--- src/rtl/ser7_pkg.sv ---
package ser7_pkg;

    typedef enum logic {
        MODE_REDUCED = 1'b0,
        MODE_FULL    = 1'b1
    } lane_mode_e;

    // Frame clock shape for one word period: high for the first and last
    // (w-3)/2 bit slots, low in the middle.
    function automatic logic fwd_clk_bit(input int idx, input int w);
        int hi;
        hi = (w - 3) / 2;
        return (idx < hi) || (idx >= w - hi);
    endfunction

endpackage

--- src/rtl/ser7_lane.sv ---
module ser7_lane #(
    parameter int GROUP_W = 7
) (
    input  logic               clk,
    input  logic               rst_n,
    input  logic               load_i,
    input  logic               enable_i,
    input  logic [GROUP_W-1:0] group_i,
    output logic               bit_o
);

    typedef struct packed {
        logic [GROUP_W-1:0] shreg;
    } lane_state_t;

    lane_state_t st_d, st_q;

    // Zeros shift in from the top, so a word that is not renewed drains
    // to an all-low lane by itself.
    always_comb begin
        st_d = st_q;
        if (load_i) begin
            st_d.shreg = enable_i ? group_i : '0;
        end else begin
            st_d.shreg = {1'b0, st_q.shreg[GROUP_W-1:1]};
        end
    end

    always_ff @(posedge clk) begin
        if (!rst_n) begin
            st_q <= '0;
        end else begin
            st_q <= st_d;
        end
    end

    assign bit_o = st_q.shreg[0];

endmodule

--- src/rtl/ser7_frame.sv ---
module ser7_frame #(
    parameter int GROUP_W = 7
) (
    input  logic clk,
    input  logic rst_n,
    input  logic load_i,
    output logic fclk_o
);
    import ser7_pkg::*;

    localparam int CNT_W = (GROUP_W > 1) ? $clog2(GROUP_W) : 1;
    localparam logic [CNT_W-1:0] LAST_SLOT = CNT_W'(GROUP_W - 1);

    typedef struct packed {
        logic [CNT_W-1:0] slot;
        logic             active;
    } frame_state_t;

    frame_state_t st_d, st_q;
    logic [GROUP_W-1:0] shape;

    genvar gi;
    generate
        for (gi = 0; gi < GROUP_W; gi++) begin : g_shape
            assign shape[gi] = fwd_clk_bit(gi, GROUP_W);
        end
    endgenerate

    always_comb begin
        st_d = st_q;
        if (load_i) begin
            st_d.slot   = '0;
            st_d.active = 1'b1;
        end else if (st_q.active) begin
            if (st_q.slot == LAST_SLOT) begin
                st_d.slot   = '0;
                st_d.active = 1'b0;
            end else begin
                st_d.slot = st_q.slot + 1'b1;
            end
        end
    end

    always_ff @(posedge clk) begin
        if (!rst_n) begin
            st_q <= '0;
        end else begin
            st_q <= st_d;
        end
    end

    assign fclk_o = st_q.active && shape[st_q.slot];

endmodule

--- src/rtl/ser7_tx.sv ---
module ser7_tx #(
    parameter int GROUP_W       = 7,
    parameter int NUM_LANES     = 3,
    parameter int REDUCED_LANES = 2,
    parameter int WORD_W        = GROUP_W * NUM_LANES
) (
    input  logic                 clk,
    input  logic                 rst_n,
    input  logic                 load_i,
    input  logic                 full_mode_i,
    input  logic [WORD_W-1:0]    word_i,
    output logic [NUM_LANES-1:0] lane_o,
    output logic                 fclk_o
);
    import ser7_pkg::*;

    lane_mode_e mode;
    assign mode = lane_mode_e'(full_mode_i);

    genvar li;
    generate
        for (li = 0; li < NUM_LANES; li++) begin : g_lane
            logic lane_en;
            if (li < REDUCED_LANES) begin : g_always
                assign lane_en = 1'b1;
            end else begin : g_full_only
                assign lane_en = (mode == MODE_FULL);
            end

            ser7_lane #(.GROUP_W(GROUP_W)) lane_i (
                .clk      (clk),
                .rst_n    (rst_n),
                .load_i   (load_i),
                .enable_i (lane_en),
                .group_i  (word_i[li*GROUP_W +: GROUP_W]),
                .bit_o    (lane_o[li])
            );
        end
    endgenerate

    ser7_frame #(.GROUP_W(GROUP_W)) frame_i (
        .clk    (clk),
        .rst_n  (rst_n),
        .load_i (load_i),
        .fclk_o (fclk_o)
    );

endmodule

--- config.mk ---
export PLATFORM = sky130hd
export DESIGN_NAME = ser7_tx
export DESIGN_NICKNAME = d
export VERILOG_FILES = /design/src/rtl/ser7_pkg.sv /design/src/rtl/ser7_lane.sv /design/src/rtl/ser7_frame.sv /design/src/rtl/ser7_tx.sv
export SDC_FILE = /design/constraint.sdc
export NUM_CORES = 1
export LEC_CHECK = 0
export ABC_AREA = 1
export BUFFER_PORTS_ARGS = -buffer_cell sky130_fd_sc_hd__buf_4
export CAP_MARGIN = 20
export CORE_MARGIN = 5
export CORE_UTILIZATION = 52
export CTS_CLUSTER_DIAMETER = 60
export DETAILED_ROUTE_END_ITERATION = 6
export HOLD_SLACK_MARGIN = 0.06
export PLACE_DENSITY = 0.84
export SYNTH_ARGS = -nofsm -noshare
export SYNTH_HDL_FRONTEND = slang
export SYNTH_SLANG_ARGS = --single-unit
--- constraint.sdc ---
create_clock -name clk -period 2 [get_ports clk]
set_input_delay 0.3 -clock clk [delete_from_list [all_inputs] [get_ports clk]]
set_output_delay 0.3 -clock clk [all_outputs]
set_load 0.05 [all_outputs]
* After elaboration in Yosys (flattened, before gate mapping)
Memory sizes are Yosys's and may differ from the RTL's. A register that Yosys moved wholly into a read port is not among the register bits.
Cells that the tools add are included.
Widths: inputs -> output; s select.
** Cells by class
- Multiplexer cells :: 11
- Bitwise gates (word level) :: 1
- Magnitude comparators :: 1
- $add $sub $neg :: 1
- Reductions and logical operators :: 4
- Eq/ne operators :: 1
** Operator list (number)
- $mux 6 :: 4
- $mux 3 :: 3
- $lt 3x4->1 const B :: 1
- $mux 1 :: 4
- $add 3x1->3 const B :: 1
- $eq 3x3->1 const B :: 1
- $reduce_and 3->1 :: 1
- $reduce_and 2->1 :: 1
- $reduce_or 2->1 :: 1
- $logic_and 1x1->1 :: 1
- $not 1->1 :: 1
** Storage, ports and cells
- Register bits after elaboration :: 25
- Memory bits (read-only) :: 8
- Output and inout port bits :: 4
- Memories :: 1
** Memories
- (no name shown) :: depth 8, bits a word 1, read ports 1, clocked after memory_dff 1, write ports 0, line ser7_frame.sv:52 : assign fclk_o = st_q.active && shape[st_q.slot];

* Logic depth before layout (Yosys ltp)
- Word-level depth :: 4
- Gate-level depth with buffers :: 8
- Mapped depth without buffers :: 7

* Cells and area by module
Synthesis repeated with hierarchy kept, for this count alone.
** Unflattened totals
- Cells, all modules :: 135
- Area, all modules :: 1004.7 um2
** By module, submodules not included
- ser7_lane :: times used 3, cells an instance 32, area an instance 255.2 um2
- ser7_frame :: times used 1, cells an instance 38, area an instance 235.2 um2
- ser7_tx :: times used 1, cells an instance 1, area an instance 3.8 um2

* Worst setup path before layout
No wires, ideal clock.
- Path type :: flip-flop to output port
- From :: register frame_i.st_q[0] (netlist name)
- To :: output port fclk_o
- Data arrival time :: 0.696 ns
- Setup slack :: 1.004 ns
- Stages on the path, launching flop included :: 3
- Buffers on the path :: 0
- Data required time :: 1.700 ns
- Cell sequence :: dfxtp_1 nand2_1 inv_1
** On the way
- Word-level cells in the longest chain between the ends :: 1
** RTL lines
- start: declaration :: line ser7_frame.sv:19 : frame_state_t st_d, st_q;
- start signal: assignment :: line ser7_frame.sv:48 : st_q <= st_d;
- $logic_and 1x1->1 :: line ser7_frame.sv:52
- end: declaration :: line ser7_tx.sv:13 : output logic fclk_o
Every way passes these cells.

* Final worst setup path
Same ends and word-level chain as after synthesis.

==> metrics.txt <==
WHS=0.1820 ns; maximum buffer depth of the clock tree=2; detailed placer's ending HPWL=1311 µm; timing-limited maximum frequency=0.7562 GHz; clock insertion delay at the later pin of the skew report=0.32 ns; maximum level of the CTS H-tree=1; clock skew after layout=0.003709 ns; synthesis-to-layout area growth=24.40%; final critical path time including I/O delays and setup=1.322 ns; worst-margin pin slew=between 0.3 and 0.4 ns; overall die area=0.002742 mm²; number of hold-slack violations in the final timing report=0; synthesized area per cell=~9 µm²; critical path data required time=between 1.5 and 2 ns; outcome=finished, final reports clean; CP Max Fanout=4; sequential area share after synthesis=0.5576; Routed WL=1780 µm; design area=0.001161 mm²; clock input transition at the sequential cells of the worst setup and hold paths=0.14 ns; CTS Root Cell=sky130_fd_sc_hd__clkbuf_4; share of power burned in the clock network=0.288; buffer and inverter count on the worst path=2; count of port buffers added during placement=28; Boundary Pins=29; pin count of the biggest net entering global routing=21; post-detailed-route via-to-cell ratio=4.575; RSZ-0062 raised after global routing=false; pwr dens=791.9 mW/mm²; switching part of the total=0.2323; routability cong.=0.7130; minimum setup slack in the final design=0.6776 ns; register bit total from synthesis=26; total of cells resized after clock tree synthesis=0; final cycle utilization of the critical path=0.6612; share of power burned in registers=0.598; final total negative setup slack=0 ns; post-layout net count=154; die span in y=52.37 µm; Net Count, Synth=127; P_leak=0.6239 nW; critical path capture point type=primary output; Slowest Stage Delay on Critical Path=about 0.40 ns; Antenna Diode Count=0; Total GRT Usage=0.1404; antenna violations before repair=0; DRC violations left=0; startpoint-to-endpoint class of the critical path=register to primary output; filler-free cell count of the finished design=153; headroom to the max-slew limit=0.7635; first-pass GRT wire length=2829 µm; critical path's slowest cell=sky130_fd_sc_hd__dfxtp_1; Core Rows=15; sinks on the clock net=26; number of global-route vias before repair=695; total via count in the routed design=700; total internal power=705.9 µW; number of max-slew violations in the final report=0; number of warnings issued by yosys=0; fraction of final layout cells sized beyond drive strength 1=0.2969; Setup WS pre-CTS=0.7277 ns; wire length per cell after detailed routing=about 12 µm; crit path DAT=about 1.0 ns; final setup fails=0; number of cells produced by synthesis=102; Post-CTS Hold Buffers=0; starting utilization of the core area=0.5465; TritonCTS clock tree=done; Combinational Power Share=0.115; total grt overflow=0; Cells after DPL=149; type of the worst min-delay path=input pin to register; Worst IR Drop VDD=between 0.0004 and 0.0005 V; cell class contributing the biggest share of worst-path delay=flip-flops; Layout Utilization=0.6799; drt initial violations=12; Die Width=52.37 µm; CTS Buf Count=3; distinct cell type count after synthesis=17; post-CTS setup buffer count=0; area of placed instances=0.001125 mm²; Psw=213.6 µW; total power of the final layout=919.5 µW; series of cell instances along the critical path=nand2_1, inv_1, buf_4; Routed Antenna Nets=0; number of maximum-capacitance violations=0; TritonRoute pass-1 iters=3; core region area=0.001708 mm²; kind of launch point of the worst setup path=register; total standard cell area after synthesis=933.4 µm²
-- flip-flops by register name, indices dropped and copies added, names as in the netlist, named ones only --
| name | count |
|---|---|
| frame_i.st_q | 4 |
| g_lane.lane_i.st_q | 21 |
-- cell usage in the layout, fill, tap and decap left out, types with 2 or more instances in the layout --
| cell type | instances |
|---|---|
| sky130_fd_sc_hd__inv_2 | 2 |
| sky130_fd_sc_hd__dfxtp_1 | 26 |
| sky130_fd_sc_hd__clkbuf_4 | 3 |
| sky130_fd_sc_hd__nand2_1 | 28 |
| sky130_fd_sc_hd__nor2_1 | 3 |
| sky130_fd_sc_hd__buf_4 | 28 |
| sky130_fd_sc_hd__inv_1 | 12 |
| sky130_fd_sc_hd__nand3_1 | 6 |
| sky130_fd_sc_hd__a22o_1 | 12 |
-- path summary, 6_finish.rpt --
kind,start,to,slack [ns],cells after the start
setup / recovery,frame_i.st_q[0]$_SDFF_PN0_,fclk_o,0.68,3
hold / removal,word_i[14],g_lane[2].lane_i.st_q[0]$_SDFF_PN0_,0.18,3
setup reg to reg,frame_i.st_q[0]$_SDFF_PN0_,register,0.95,5
hold reg to reg,g_lane[2].lane_i.st_q[4]$_SDFF_PN0_,g_lane[2].lane_i.st_q[3]$_SDFF_PN0_,0.45,2
-- synthesized netlist by cell type, drive strengths merged --
library cell	n	area (µm²)
a21oi	1	8.760
o21ai	1	5.000
a31oi	1	6.260
a22o	12	105.1
and3	1	6.260
nand2	29	116.4
nor2	4	22.52
dfxtp	26	520.5
nand3	7	40.04
inv	14	52.55
buf	6	50.04
-- kinds of logic (layout without fill, tap and decap cells) --
kind of cell           count (synthesis)  after routing  share of synthesized area
and+or+nand+nor                       41             41                     0.1984
DFF                                   26             26                     0.5576
buffers and inverters                 20             46                     0.1099
AOI/OAI and AO/OA                     15             15                     0.1340
-- worst reg2reg max path: cells and delay by family, from the launching register on --
family	cells	cell delay (ns)
flip-flops	1	0.40
AND/OR/NAND/NOR	4	0.38
AO/OA/AOI/OAI	1	0.17
-- metal layers --
| metal | share of wire | GRT usage | vias to the layer above |
|---|---|---|---|
| li1 | - | - | 376 |
| met1 | 0.45 | 0.1705 | 299 |
| met2 | 0.47 | 0.2231 | 20 |
| met3 | 0.059 | 0.04558 | 5 |
| met4 | 0.022 | 0.06383 | 0 |
| met5 | 0 | 0 | - |
-- power groups by stage --
stage | clock network, mW | logic, mW | registers, mW
floorplan | 0 | 0.0633 | 0.559
global placement | 0 | 0.103 | 0.560
detailed placement | 0 | 0.106 | 0.561
CTS | 0.269 | 0.106 | 0.550
global route | 0.285 | 0.115 | 0.552
finish | 0.264 | 0.106 | 0.549
-- cell type report --
type,count,area (µm²)
timing repair buffer,28,210.2
tap,25,31.28
fill,139,546.8
inverter,14,52.55
sequential,26,520.5
clock buffer,4,36.28
multi-input combinational,56,310.3
(Power assumes the default switching activity.)
